===== config.mk =====
export PLATFORM = sky130hd
export DESIGN_NAME = purge_seq
export DESIGN_NICKNAME = d
export VERILOG_FILES = /design/src/rtl/purge_seq_pkg.sv /design/src/rtl/purge_cmd_pack.sv /design/src/rtl/purge_status_decode.sv /design/src/rtl/purge_wait_timer.sv /design/src/rtl/purge_seq.sv
export SDC_FILE = /design/constraint.sdc
export NUM_CORES = 1
export LEC_CHECK = 0
export CAP_MARGIN = 20
export CORE_UTILIZATION = 45
export CTS_CLUSTER_SIZE = 10
export DETAILED_ROUTE_END_ITERATION = 10
export GPL_TIMING_DRIVEN = 0
export PLACE_DENSITY = 0.86
export SYNTH_ARGS = -nofsm -noshare
export SYNTH_HDL_FRONTEND = slang
export SYNTH_SLANG_ARGS = --single-unit

===== constraint.sdc =====
create_clock -name clk -period 5.15 [get_ports clk]
set_input_delay 0.515 -clock clk [delete_from_list [all_inputs] [get_ports clk]]
set_output_delay 0.515 -clock clk [all_outputs]
set_load 0.02 [all_outputs]

===== src/rtl/purge_seq_pkg.sv =====
package purge_seq_pkg;
   localparam int WORD_W = 64;

   // register bit positions, MSB-first numbering
   localparam int TRIG_POS   = 0;
   localparam int KIND_POS   = 1;
   localparam int KIND_W     = 4;
   localparam int MEMB_POS   = 17;
   localparam int MEMB_W     = 3;
   localparam int CCLS_POS   = 20;
   localparam int CCLS_W     = 8;
   localparam int BANK_POS   = 28;
   localparam int RBUSY_POS  = 9;
   localparam int FAULT_POS  = 29;

   // bus lanes
   localparam int RBUSY_LANE = WORD_W - 1 - RBUSY_POS;
   localparam int FAULT_LANE = WORD_W - 1 - FAULT_POS;

   typedef enum logic [1:0] {
      RES_OK      = 2'd0,
      RES_PENDING = 2'd1,
      RES_FAULT   = 2'd2,
      RES_TIMEOUT = 2'd3
   } result_e;

   typedef enum logic [2:0] {
      S_IDLE, S_CHECK, S_ISSUE, S_POLL, S_WAIT
   } seq_state_e;
endpackage


===== src/rtl/purge_cmd_pack.sv =====
module purge_cmd_pack
   import purge_seq_pkg::*;
(
   input  logic [KIND_W-1:0] kind_i,
   input  logic [MEMB_W-1:0] member_i,
   input  logic              bank_i,
   input  logic [CCLS_W-1:0] cclass_i,
   output logic [WORD_W-1:0] cmd_o
);
   for (genvar k = 0; k < WORD_W; k++) begin : g_bit
      if (k == TRIG_POS) begin : g_trig
         assign cmd_o[WORD_W-1-k] = 1'b1;
      end else if (k >= KIND_POS && k < KIND_POS + KIND_W) begin : g_kind
         assign cmd_o[WORD_W-1-k] = kind_i[KIND_W-1-(k-KIND_POS)];
      end else if (k >= MEMB_POS && k < MEMB_POS + MEMB_W) begin : g_memb
         assign cmd_o[WORD_W-1-k] = member_i[MEMB_W-1-(k-MEMB_POS)];
      end else if (k >= CCLS_POS && k < CCLS_POS + CCLS_W) begin : g_ccls
         assign cmd_o[WORD_W-1-k] = cclass_i[CCLS_W-1-(k-CCLS_POS)];
      end else if (k == BANK_POS) begin : g_bank
         assign cmd_o[WORD_W-1-k] = bank_i;
      end else begin : g_zero
         assign cmd_o[WORD_W-1-k] = 1'b0;
      end
   end
endmodule


===== src/rtl/purge_status_decode.sv =====
module purge_status_decode
   import purge_seq_pkg::*;
(
   input  logic [WORD_W-1:0] word_i,
   output logic              busy_o,
   output logic              fault_o
);
   assign busy_o  = word_i[RBUSY_LANE];
   assign fault_o = word_i[FAULT_LANE];
endmodule


===== src/rtl/purge_wait_timer.sv =====
module purge_wait_timer #(
   parameter int CYCLES = 4
) (
   input  logic clk,
   input  logic rst_n,
   input  logic load_i,
   output logic expire_o
);
   localparam int CW = (CYCLES > 1) ? $clog2(CYCLES) : 1;

   if (CYCLES < 1) begin : g_bad
      $error("purge_wait_timer: CYCLES must be at least 1");
   end

   logic [CW-1:0] cnt_q;
   logic          run_q;

   always_ff @(posedge clk or negedge rst_n) begin
      if (!rst_n) begin
         cnt_q <= '0;
         run_q <= 1'b0;
      end else if (load_i) begin
         cnt_q <= CW'(CYCLES - 1);
         run_q <= 1'b1;
      end else if (run_q) begin
         if (cnt_q == '0) run_q <= 1'b0;
         else             cnt_q <= cnt_q - 1'b1;
      end
   end

   assign expire_o = run_q && (cnt_q == '0);
endmodule


===== src/rtl/purge_seq.sv =====
module purge_seq
   import purge_seq_pkg::*;
#(
   parameter int MAX_POLLS     = 200,
   parameter int CLK_PERIOD_NS = 10,
   parameter int DELAY_NS      = 10000,
   localparam int PW           = $clog2(MAX_POLLS + 1)
) (
   input  logic              clk,
   input  logic              rst_n,
   input  logic              start_i,
   input  logic [3:0]        kind_i,
   input  logic [2:0]        member_i,
   input  logic              bank_i,
   input  logic [7:0]        cclass_i,
   output logic              bus_req_o,
   output logic              bus_wr_o,
   output logic [63:0]       bus_wdata_o,
   input  logic              bus_ack_i,
   input  logic [63:0]       bus_rdata_i,
   output logic              done_o,
   output logic [1:0]        result_o,
   output logic [PW-1:0]     polls_o,
   output logic [63:0]       status_o
);
   localparam int DELAY_CYC = (DELAY_NS + CLK_PERIOD_NS - 1) / CLK_PERIOD_NS;

   if (MAX_POLLS < 1)     begin : g_chk_polls $error("MAX_POLLS must be >= 1");     end
   if (CLK_PERIOD_NS < 1) begin : g_chk_clk   $error("CLK_PERIOD_NS must be >= 1"); end
   if (DELAY_CYC < 1)     begin : g_chk_dly   $error("delay must be >= 1 cycle");   end

   seq_state_e        state_q;
   logic [KIND_W-1:0] kind_q;
   logic [MEMB_W-1:0] memb_q;
   logic              bank_q;
   logic [CCLS_W-1:0] ccls_q;
   logic [WORD_W-1:0] cmd_word;
   logic              rd_busy, rd_fault;
   logic              tmr_load, tmr_expire;
   logic              poll_phase;
   result_e           result_q;

   purge_cmd_pack u_pack (
      .kind_i(kind_q), .member_i(memb_q), .bank_i(bank_q),
      .cclass_i(ccls_q), .cmd_o(cmd_word)
   );

   purge_status_decode u_dec (
      .word_i(bus_rdata_i), .busy_o(rd_busy), .fault_o(rd_fault)
   );

   purge_wait_timer #(.CYCLES(DELAY_CYC)) u_tmr (
      .clk(clk), .rst_n(rst_n), .load_i(tmr_load), .expire_o(tmr_expire)
   );

   assign poll_phase  = (state_q == S_POLL);
   assign bus_req_o   = (state_q == S_CHECK) || (state_q == S_ISSUE) || poll_phase;
   assign bus_wr_o    = (state_q == S_ISSUE);
   assign bus_wdata_o = bus_wr_o ? cmd_word : '0;
   assign tmr_load    = poll_phase && bus_ack_i && !rd_fault && rd_busy
                        && (polls_o < PW'(MAX_POLLS));
   assign result_o    = result_q;

   always_ff @(posedge clk or negedge rst_n) begin
      if (!rst_n) begin
         state_q  <= S_IDLE;
         kind_q   <= '0;
         memb_q   <= '0;
         bank_q   <= 1'b0;
         ccls_q   <= '0;
         done_o   <= 1'b0;
         result_q <= RES_OK;
         polls_o  <= '0;
         status_o <= '0;
      end else begin
         done_o <= 1'b0;
         unique case (state_q)
            S_IDLE: if (start_i) begin
               kind_q  <= kind_i;
               memb_q  <= member_i;
               bank_q  <= bank_i;
               ccls_q  <= cclass_i;
               polls_o <= '0;
               state_q <= S_CHECK;
            end
            S_CHECK: if (bus_ack_i) begin
               status_o <= bus_rdata_i;
               if (rd_busy) begin
                  result_q <= RES_PENDING;
                  done_o   <= 1'b1;
                  state_q  <= S_IDLE;
               end else begin
                  state_q  <= S_ISSUE;
               end
            end
            S_ISSUE: if (bus_ack_i) begin
               polls_o <= PW'(1);
               state_q <= S_POLL;
            end
            S_POLL: if (bus_ack_i) begin
               status_o <= bus_rdata_i;
               if (rd_fault) begin
                  result_q <= RES_FAULT;
                  done_o   <= 1'b1;
                  state_q  <= S_IDLE;
               end else if (!rd_busy) begin
                  result_q <= RES_OK;
                  done_o   <= 1'b1;
                  state_q  <= S_IDLE;
               end else if (polls_o >= PW'(MAX_POLLS)) begin
                  result_q <= RES_TIMEOUT;
                  done_o   <= 1'b1;
                  state_q  <= S_IDLE;
               end else begin
                  state_q  <= S_WAIT;
               end
            end
            S_WAIT: if (tmr_expire) begin
               polls_o <= polls_o + 1'b1;
               state_q <= S_POLL;
            end
            default: state_q <= S_IDLE;
         endcase
      end
   end
endmodule


# Word level (Yosys, flattened, before mapping)
# Cells that the tools add are included.
# Widths: inputs -> output; s select.
[classes] n_addsub=2 magnitude_cmp=2 n_eq_ne=12 n_mux=35 reduce_logical=20
[ops] cell="$mux 64" n=1
[ops] cell="$mux 10" n=3
[ops] cell="$mux 3" n=8
[ops] cell="$mux 8" n=3
[ops] cell="$pmux 8 s3" n=1
[ops] cell="$pmux 3 s5" n=1
[ops] cell="$mux 2" n=7
[ops] cell="$ne 2x2->1 const B" n=6
[ops] cell="$logic_not 10->1" n=1
[ops] cell="$reduce_and 5->1" n=2
[ops] cell="$sub 10x1->10 const B" n=1
[ops] cell="$mux 1" n=9
[ops] cell="$add 8x1->8 const B" n=1
[ops] cell="$ge 8x8->1 const B" n=1
[ops] cell="$lt 8x8->1 const B" n=1
[ops] cell="$eq 3x2->1 const B" n=2
[ops] cell="$reduce_and 2->1" n=3
[ops] cell="$logic_and 1x1->1" n=5
[ops] cell="$ne 4x3->1 const B" n=1
[ops] cell="$pmux 2 s2" n=1
[ops] cell="$reduce_and 4->1" n=1
[ops] cell="$reduce_bool 2->1" n=2
[ops] cell="$eq 3x1->1 const B" n=1
[ops] cell="$eq 3x3->1 const B" n=1
[ops] cell="other kinds (7)" n=8
[totals] register_bits=105 inputBits=84 output_inout_bits=141 elab_cells=82

# Logic depth before layout (Yosys ltp)
# Gate-level depths: netlist of the first run.
[depth] depth_word=7 depth_mapped=7 depth_no_buf=6

# Modules after synthesis
# A second synthesis of the first run with hierarchy kept.
[hier_totals] hier_cells=598 area_unflattened_um2=5479.0
[modules_own_cells] mod="purge_seq" instances=1 cells_each=469 area_per_inst_um2=4345.4 seq_area_each_um2=2352.3
[modules_own_cells] mod="purge_wait_timer" instances=1 cells_each=61 area_per_inst_um2=630.6 seq_area_each_um2=275.3
[modules_own_cells] mod="purge_cmd_pack" instances=1 cells_each=66 area_per_inst_um2=488.0 seq_area_each_um2=0.0
[modules_own_cells] mod="purge_status_decode" instances=1 cells_each=2 area_per_inst_um2=15.0 seq_area_each_um2=0.0

# Worst setup path before layout of the first run
# Ideal clock, no wire load.
[synth_timing] path_type="register to output" from="register state_q[1]" to="output port bus_wdata_o[42]" t_arrival_ns=1.817 t_required_ns=4.635 path_slack_ns=2.818 path_stages_with_launch=5 n_path_buf=2 cell_sequence="dfrtp_1 clkbuf_1 nor3b_1 clkbuf_1 and2_1"
[synth_via] elab_chain_cells=2
[synth_rtl] element="start, declared" line="purge_seq.sv:32" source="seq_state_e state_q;"
[synth_rtl] element="start signal, assigned" line="purge_seq.sv:66" source="state_q <= S_IDLE;"
[synth_rtl] element="start signal, assigned" line="purge_seq.sv:84" source="state_q <= S_CHECK;"
[synth_rtl] element="start signal, assigned" line="purge_seq.sv:91" source="state_q <= S_IDLE;"
[synth_rtl] element="$eq 3x2->1" line="purge_seq.sv:58" source="assign bus_wr_o = (state_q == S_ISSUE);"
[synth_rtl] element="net bus_wr_o" line="purge_seq.sv:17" source="output logic bus_wr_o,"
[synth_rtl] element="$mux 64" line="purge_seq.sv:59" source="assign bus_wdata_o = bus_wr_o ? cmd_word : '0;"
[synth_rtl] element="end, declared" line="purge_seq.sv:18" source="output logic [63:0] bus_wdata_o,"
# The timed path passes the listed nets, and every way through them passes these cells.

# Worst setup path after layout of the first run
[layout_timing] from="register state_q[1]" to="output port bus_wdata_o[45]"
[layout_via] elab_chain_cells=2
[layout_rtl] element="$eq 3x2->1" line="purge_seq.sv:58"
[layout_rtl] element="$mux 64" line="purge_seq.sv:59"
# No other way between the ends.

==> results.tsv, run 1 <==
metric	value	unit
synthesis-stage register bit count	105	
top area cells in the synthesized netlist	dfrtp_1 (54%), mux2_1 (17%), buf_4 (7.4%)	
die span in x	106	um
leakage power	3.18	nW
post-DR wirelength/cell	15.3	um
WP data required	4.64	ns
number of flops mapped to enable cells by yosys	0	
DP Area	7030	um^2
worst skew pair latency	0.36	ns
H-tree depth	3	
Hold Path Class	input pin to async pin	
Async S/R FF share, synth	100	%
DRT iter0 DRCs	120	
Arr. time, crit path	3.09	ns
Total Routing Usage GR	20.9	%
CP endpoint kind	primary output	
Reg2Reg Depth	6	
Die Span Y	106	um
DRC	0	
Area Growth Syn to Fin	47.4	%
Worst Skew	0.00736	ns
Slew HR	36.6	%
Max-Cap Viols	0	
CTS tree	yes	
post-synth cell types	53	
clk sinks	105	
total wire length	11700	um
worst-margin pin slew	0.950	ns
RSZ-0062 raised after global routing	false	
CTS max path bufs	2	
Final period util	69.9	%
initial antenna violation count	0	
DR vias	3686	
largest net degree at the start of global routing	64	
CTS resizes	0	
Net count, final	714	
cts bufs inserted	9	
Initial Util	46.8	%
vias in the first global route	3717	
FP Rows	37	
share of cells above drive strength 1	13.6	%
clock-pin slew of the registers on the worst-case setup and hold paths	0.11	ns
critical path peak fanout	11	
CTS Hold Bufs	0	
Synth area leader	dfrtp_1	
Total Power	3.85	mW
yosys warns	0	
Peak Freq	278	MHz
Ports	225	
grt ovf	0	
post-CTS setup buffers	0	
Detail Placement HPWL	9150	um
share of Yosys cell area claimed by the top area cell type	53.6	%
ant diodes	0	
register area share after synthesis	53.6	%
Final ANT Viol Nets	0	
clock root buffer	clkbuf_8	
status	completed	
count leader, synth	dfrtp_1	
Die Area	11300	um^2
Core ar.	10500	um^2
final slew viol count	0	
Final Hold Violating Endpoints	0	
Detailed Routing Iterations Pass 1	4	
Cells after Synth	391	
Post-Syn Area	4900	um^2
Fin Setup TNS	0	ns
Final min period	3.60	ns
CP Class	flop to primary output	
Design Area, Final	7220	um^2
Synth top cells by count	dfrtp_1 (105), mux2_1 (73), buf_4 (48)	
vias per inst	4.81	
crit start category	flop	
routability cong.	0.783	
power density over cell area	533	nW/um^2
final setup violation count	0	
first-pass GRT wire length	18200	um
Buffers on Ports	177	
Avg Cell Area, Syn	12.5	um^2
worst vdd ir	281	uV
top_reg_cell synth	dfrtp_1	
registers in the layout, summed over array words and instances (netlist names):
name,count
status_o,64
u_tmr.cnt_q,10
ccls_q,8
polls_o,8
kind_q,4
memb_q,3
state_q,3
result_o,2
bank_q,1
done_o,1
u_tmr.run_q,1
through the flow:
step                hold WS (ns)  setup WS [ns]  util [%]  std cells
floorplan                  0.219           2.82         -        437
detailed placement         0.469           1.89      67.2        751
global route               0.285           1.32      69.0        767
finish                     0.228           1.55      69.0        767
CTS                        0.254           1.49      69.0        767
global placement           0.458         -0.329      67.1        750
cell families (layout without fill, tap and decap cells):
group           after synthesis  in the layout  share of synthesized area [%]
mux                          81             81                           18.6
simple gates                 94             94                           11.8
xor+xnor                      2              2                          0.357
flops                       105            105                           53.6
other cells                   1             47                         0.0765
compound gates               33             33                           5.11
fa+ha+maj                     4              4                           1.02
buf+inv                      71            265                           9.45
report_power, final:
part	leakage [nW]	switching, mW	internal (mW)
Clock	0.0922	0.296	0.188
Combinational	1.83	0.961	0.977
Sequential	1.25	0.226	1.20
Total	3.18	1.48	2.37
final timing paths:
check	from	end	slack, ns
setup / recovery	state_q[1]	bus_wdata_o[45]	1.55
hold / removal	rst_n	status_o[27]	0.23
setup reg to reg	u_tmr.cnt_q[0]	u_tmr.cnt_q[5]	2.91
hold reg to reg	ccls_q[1]	ccls_q[1]	0.49
max in group asynchronous	rst_n	ccls_q[5]	4.22
min in group clk	ccls_q[1]	ccls_q[1]	0.49
layout by cell type, fill, tap and decap left out, types with 4 or more instances in the layout:
cell type | synthesis | layout
or2_1 | 4 | 4
clkbuf_8 | 0 | 9
clkbuf_1 | 7 | 8
nand3_1 | 7 | 7
buf_2 | 7 | 7
o21ai_0 | 4 | 4
or4_1 | 6 | 6
ha_1 | 4 | 4
dfrtp_1 | 105 | 105
mux2_2 | 6 | 6
nand2_1 | 19 | 19
buf_4 | 48 | 49
and2_1 | 17 | 17
mux2_1 | 73 | 73
or3_1 | 4 | 4
clkdlybuf4s50_1 | 0 | 176
inv_1 | 8 | 8
conb_1 | 1 | 47
nand4_1 | 4 | 4
a21oi_1 | 5 | 5
o211ai_1 | 4 | 4
nor2_1 | 10 | 10
final cells by class:
class | count | area [um^2]
fillers | 773 | 3240
plain buffers | 63 | 433
repair buffers | 178 | 1790
clock buffers | 10 | 128
inverters | 8 | 30.0
flip-flops and latches | 105 | 2630
clock inverters | 6 | 61.3
well taps | 136 | 170
multi-input cells | 261 | 1980
metal layers:
metal / up-vias / global-route usage [%] / wire length [um]
met5: - / 0 / 0
met4: 0 / 5.95 / 237
met3: 14 / 5.15 / 657
met2: 140 / 38.6 / 6330
met1: 1789 / 23.6 / 4500
li1: 1743 / - / -
worst max-delay path, cell delays in order (launching register included):
cell and delay, ns:
dfrtp_1 0.37, clkbuf_1 0.37, nor3b_1 0.83, clkbuf_1 0.37, and2_1 0.19, clkdlybuf4s50_1 0.61
Note: power is estimated with default switching activity, not from simulation.
==> inputs of run 2 (changes only) <==
- CORE_UTILIZATION: 45 -> 38
- PLACE_DENSITY: 0.86 -> 0.78
- clock period: 5.15 -> 3 ns (I/O delays scaled with it)
==> results.tsv, run 2 (synthesized netlist as in run 1, its figures left out) <==
metric	value	unit	change
ant diodes	0		unchanged
combinational power share	47.1	%	-3.2 points
met2 WL	6220	um	-1.8%
max reg flops	64		unchanged
cts bufs inserted	9		unchanged
Placed Cells	787		+4.8%
internal power	4.52	mW	+91%
Final period util	90.1	%	
initial antenna violation count	0		unchanged
met1 wire length	4800	um	+6.6%
Final Hold Violating Endpoints	9		+9
# fillers	1065		+38%
Slew HR	53.3	%	+17 points
Initial Util	38.8	%	-8.0 points
CP max stage cell	clkdlybuf4s50_1		
DRC	0		unchanged
WP data required	2.70	ns	-1.94 ns
dpl ws	-0.202	ns	-2.09 ns
Die Area	13400	um^2	+18%
Design Area, Final	7430	um^2	+2.9%
hold slack final	-0.0144	ns	-0.242 ns
vias per inst	4.59		-4.4%
failing checks	negative hold slack		
vias in the first global route	3712		-0.13%
Worst Skew	0.0105	ns	+0.00310 ns
Non-Filler Instances	803		+4.7%
Net count, final	714		unchanged
H-tree depth	3		unchanged
most flop-heavy register	status_o		
total wire length	11900	um	+1.9%
CP Class	flop to primary output		
Area Growth Syn to Fin	51.6	%	
critical path peak fanout	11		unchanged
Final min period	2.70	ns	
Total Routing Usage GR	18.2	%	-2.7 points
FP Rows	41		+11%
RSZ-0062 raised after global routing	false		
clk sinks	105		unchanged
Hold Path Class	input pin to async pin		
CTS max path bufs	2		unchanged
worst-margin pin slew	0.700	ns	-0.249 ns
first-pass GRT wire length	18500	um	+1.7%
switching pwr	2.58	mW	+74%
grt ovf	0		unchanged
met3 WL	779	um	+19%
Buffers on Ports	177		unchanged
worst skew pair latency	0.35	ns	about the same
Die Span Y	116	um	+8.7%
Arr. time, crit path	2.40	ns	-0.69 ns
crit-path cells	clkbuf_1 > nor3b_4 > clkbuf_2 > and2_1 > clkdlybuf4s50_1		
most common cell after layout, fill and taps aside	clkdlybuf4s50_1		
DP Area	7090	um^2	+0.75%
worst vdd ir	495	uV	+76%
Top Metal Used	met4		
Clk network pwr share	17.9	%	+5.3 points
leakage power	3.25	nW	+2.4%
Final WS setup	0.297	ns	-1.25 ns
clock-pin slew of the registers on the worst-case setup and hold paths	0.07	ns	-0.04 ns
die span in x	116	um	+8.7%
Detailed Routing Iterations Pass 1	4		unchanged
Ports	225		unchanged
status	finished with violations		
biggest regs	status_o: 64 flops, u_tmr.cnt_q: 10 flops		
routability cong.	0.768		-1.9%
CTS tree	yes		
sequential share of power	35.0	%	-2.1 points
largest net degree at the start of global routing	55		-14%
Core ar.	12600	um^2	+21%
DRT iter0 DRCs	160		+33%
share of cells above drive strength 1	14.3	%	+0.63 points
Peak Freq	370	MHz	
Detail Placement HPWL	9150	um	about the same
clock root buffer	clkbuf_16		
power density over cell area	955	nW/um^2	+79%
Max-Cap Viols	0		unchanged
DR vias	3688		+0.054%
switching share of power	36.3	%	-2.2 points
Final ANT Viol Nets	0		unchanged
final slew viol count	0		unchanged
delay of the slowest critical-path stage	0.62	ns	-0.21 ns
most frequent cells in the layout	clkdlybuf4s50_1 (176), dfrtp_1 (105), mux2_1 (73)		
crit start category	flop		
final setup violation count	0		unchanged
post-DR wirelength/cell	14.9	um	-2.7%
CP endpoint kind	primary output		
==> run 2: power by group through the flow <==
| stage | logic (mW) | registers, mW | clock network [mW] |
|---|---|---|---|
| after global placement | 3.28 | 2.45 | 0 |
| final | 3.34 | 2.48 | 1.27 |
| after global routing | 3.58 | 2.58 | 1.37 |
| after floorplan | 1.24 | 3.01 | 0 |
| after detailed placement | 3.36 | 2.49 | 0 |
| after CTS | 3.40 | 2.47 | 1.31 |
==> run 2: layout make-up <==
cell class	count	area (um^2)	area share, %
Multi-Input combinational cell	261	1990	26.8
Tap cell	172	215	2.90
Timing Repair Buffer	179	1800	24.3
Buffer	62	430	5.79
Clock inverter	6	88.8	1.20
Clock buffer	10	239	3.22
Inverter	8	30.0	0.404
Sequential cell	105	2630	35.4
==> run 2: path summary, 6_finish.rpt <==
path	from	to	slack, ns	depth (start not counted)
max reg2reg	state_q[2]	status_o[6]	0.75	5
min in group clk	ccls_q[5]	ccls_q[5]	0.48	1
min	rst_n	status_o[0]	-0.01	1
min reg2reg	ccls_q[5]	ccls_q[5]	0.48	1
max in group asynchronous	rst_n	polls_o[5]	2.31	2
max	state_q[2]	bus_wdata_o[62]	0.30	5
==> run 2: stage by stage <==
stage	total power, mW	TNS (ns)	util, %
finish	7.10	0	58.9
global route	7.53	0	58.9
CTS	7.18	0	58.9
detailed placement	5.85	-1.68	56.1
global placement	5.73	-235.49	55.9
floorplan	4.25	0	-
==> run 2: layer usage <==
layer	GRT usage [%]	vias up
li1	-	1754
met1	21.7	1781
met2	32.5	141
met3	4.34	12
met4	5.37	0
met5	0	-
==> run 2: worst max-delay path: cells and delay by family, from the launching register on <==
| kind | cells | cell delay [ns] |
|---|---|---|
| and+or+nand+nor | 2 | 0.50 |
| DFF | 1 | 0.43 |
| buffers and inverters | 3 | 1.13 |
==> run 2: timing repair <==
item                                    CTS  global route
resized for setup                         2             2
setup buffers                             1             0
endpoints found under the setup margin   18            10
hold buffers                              0             0
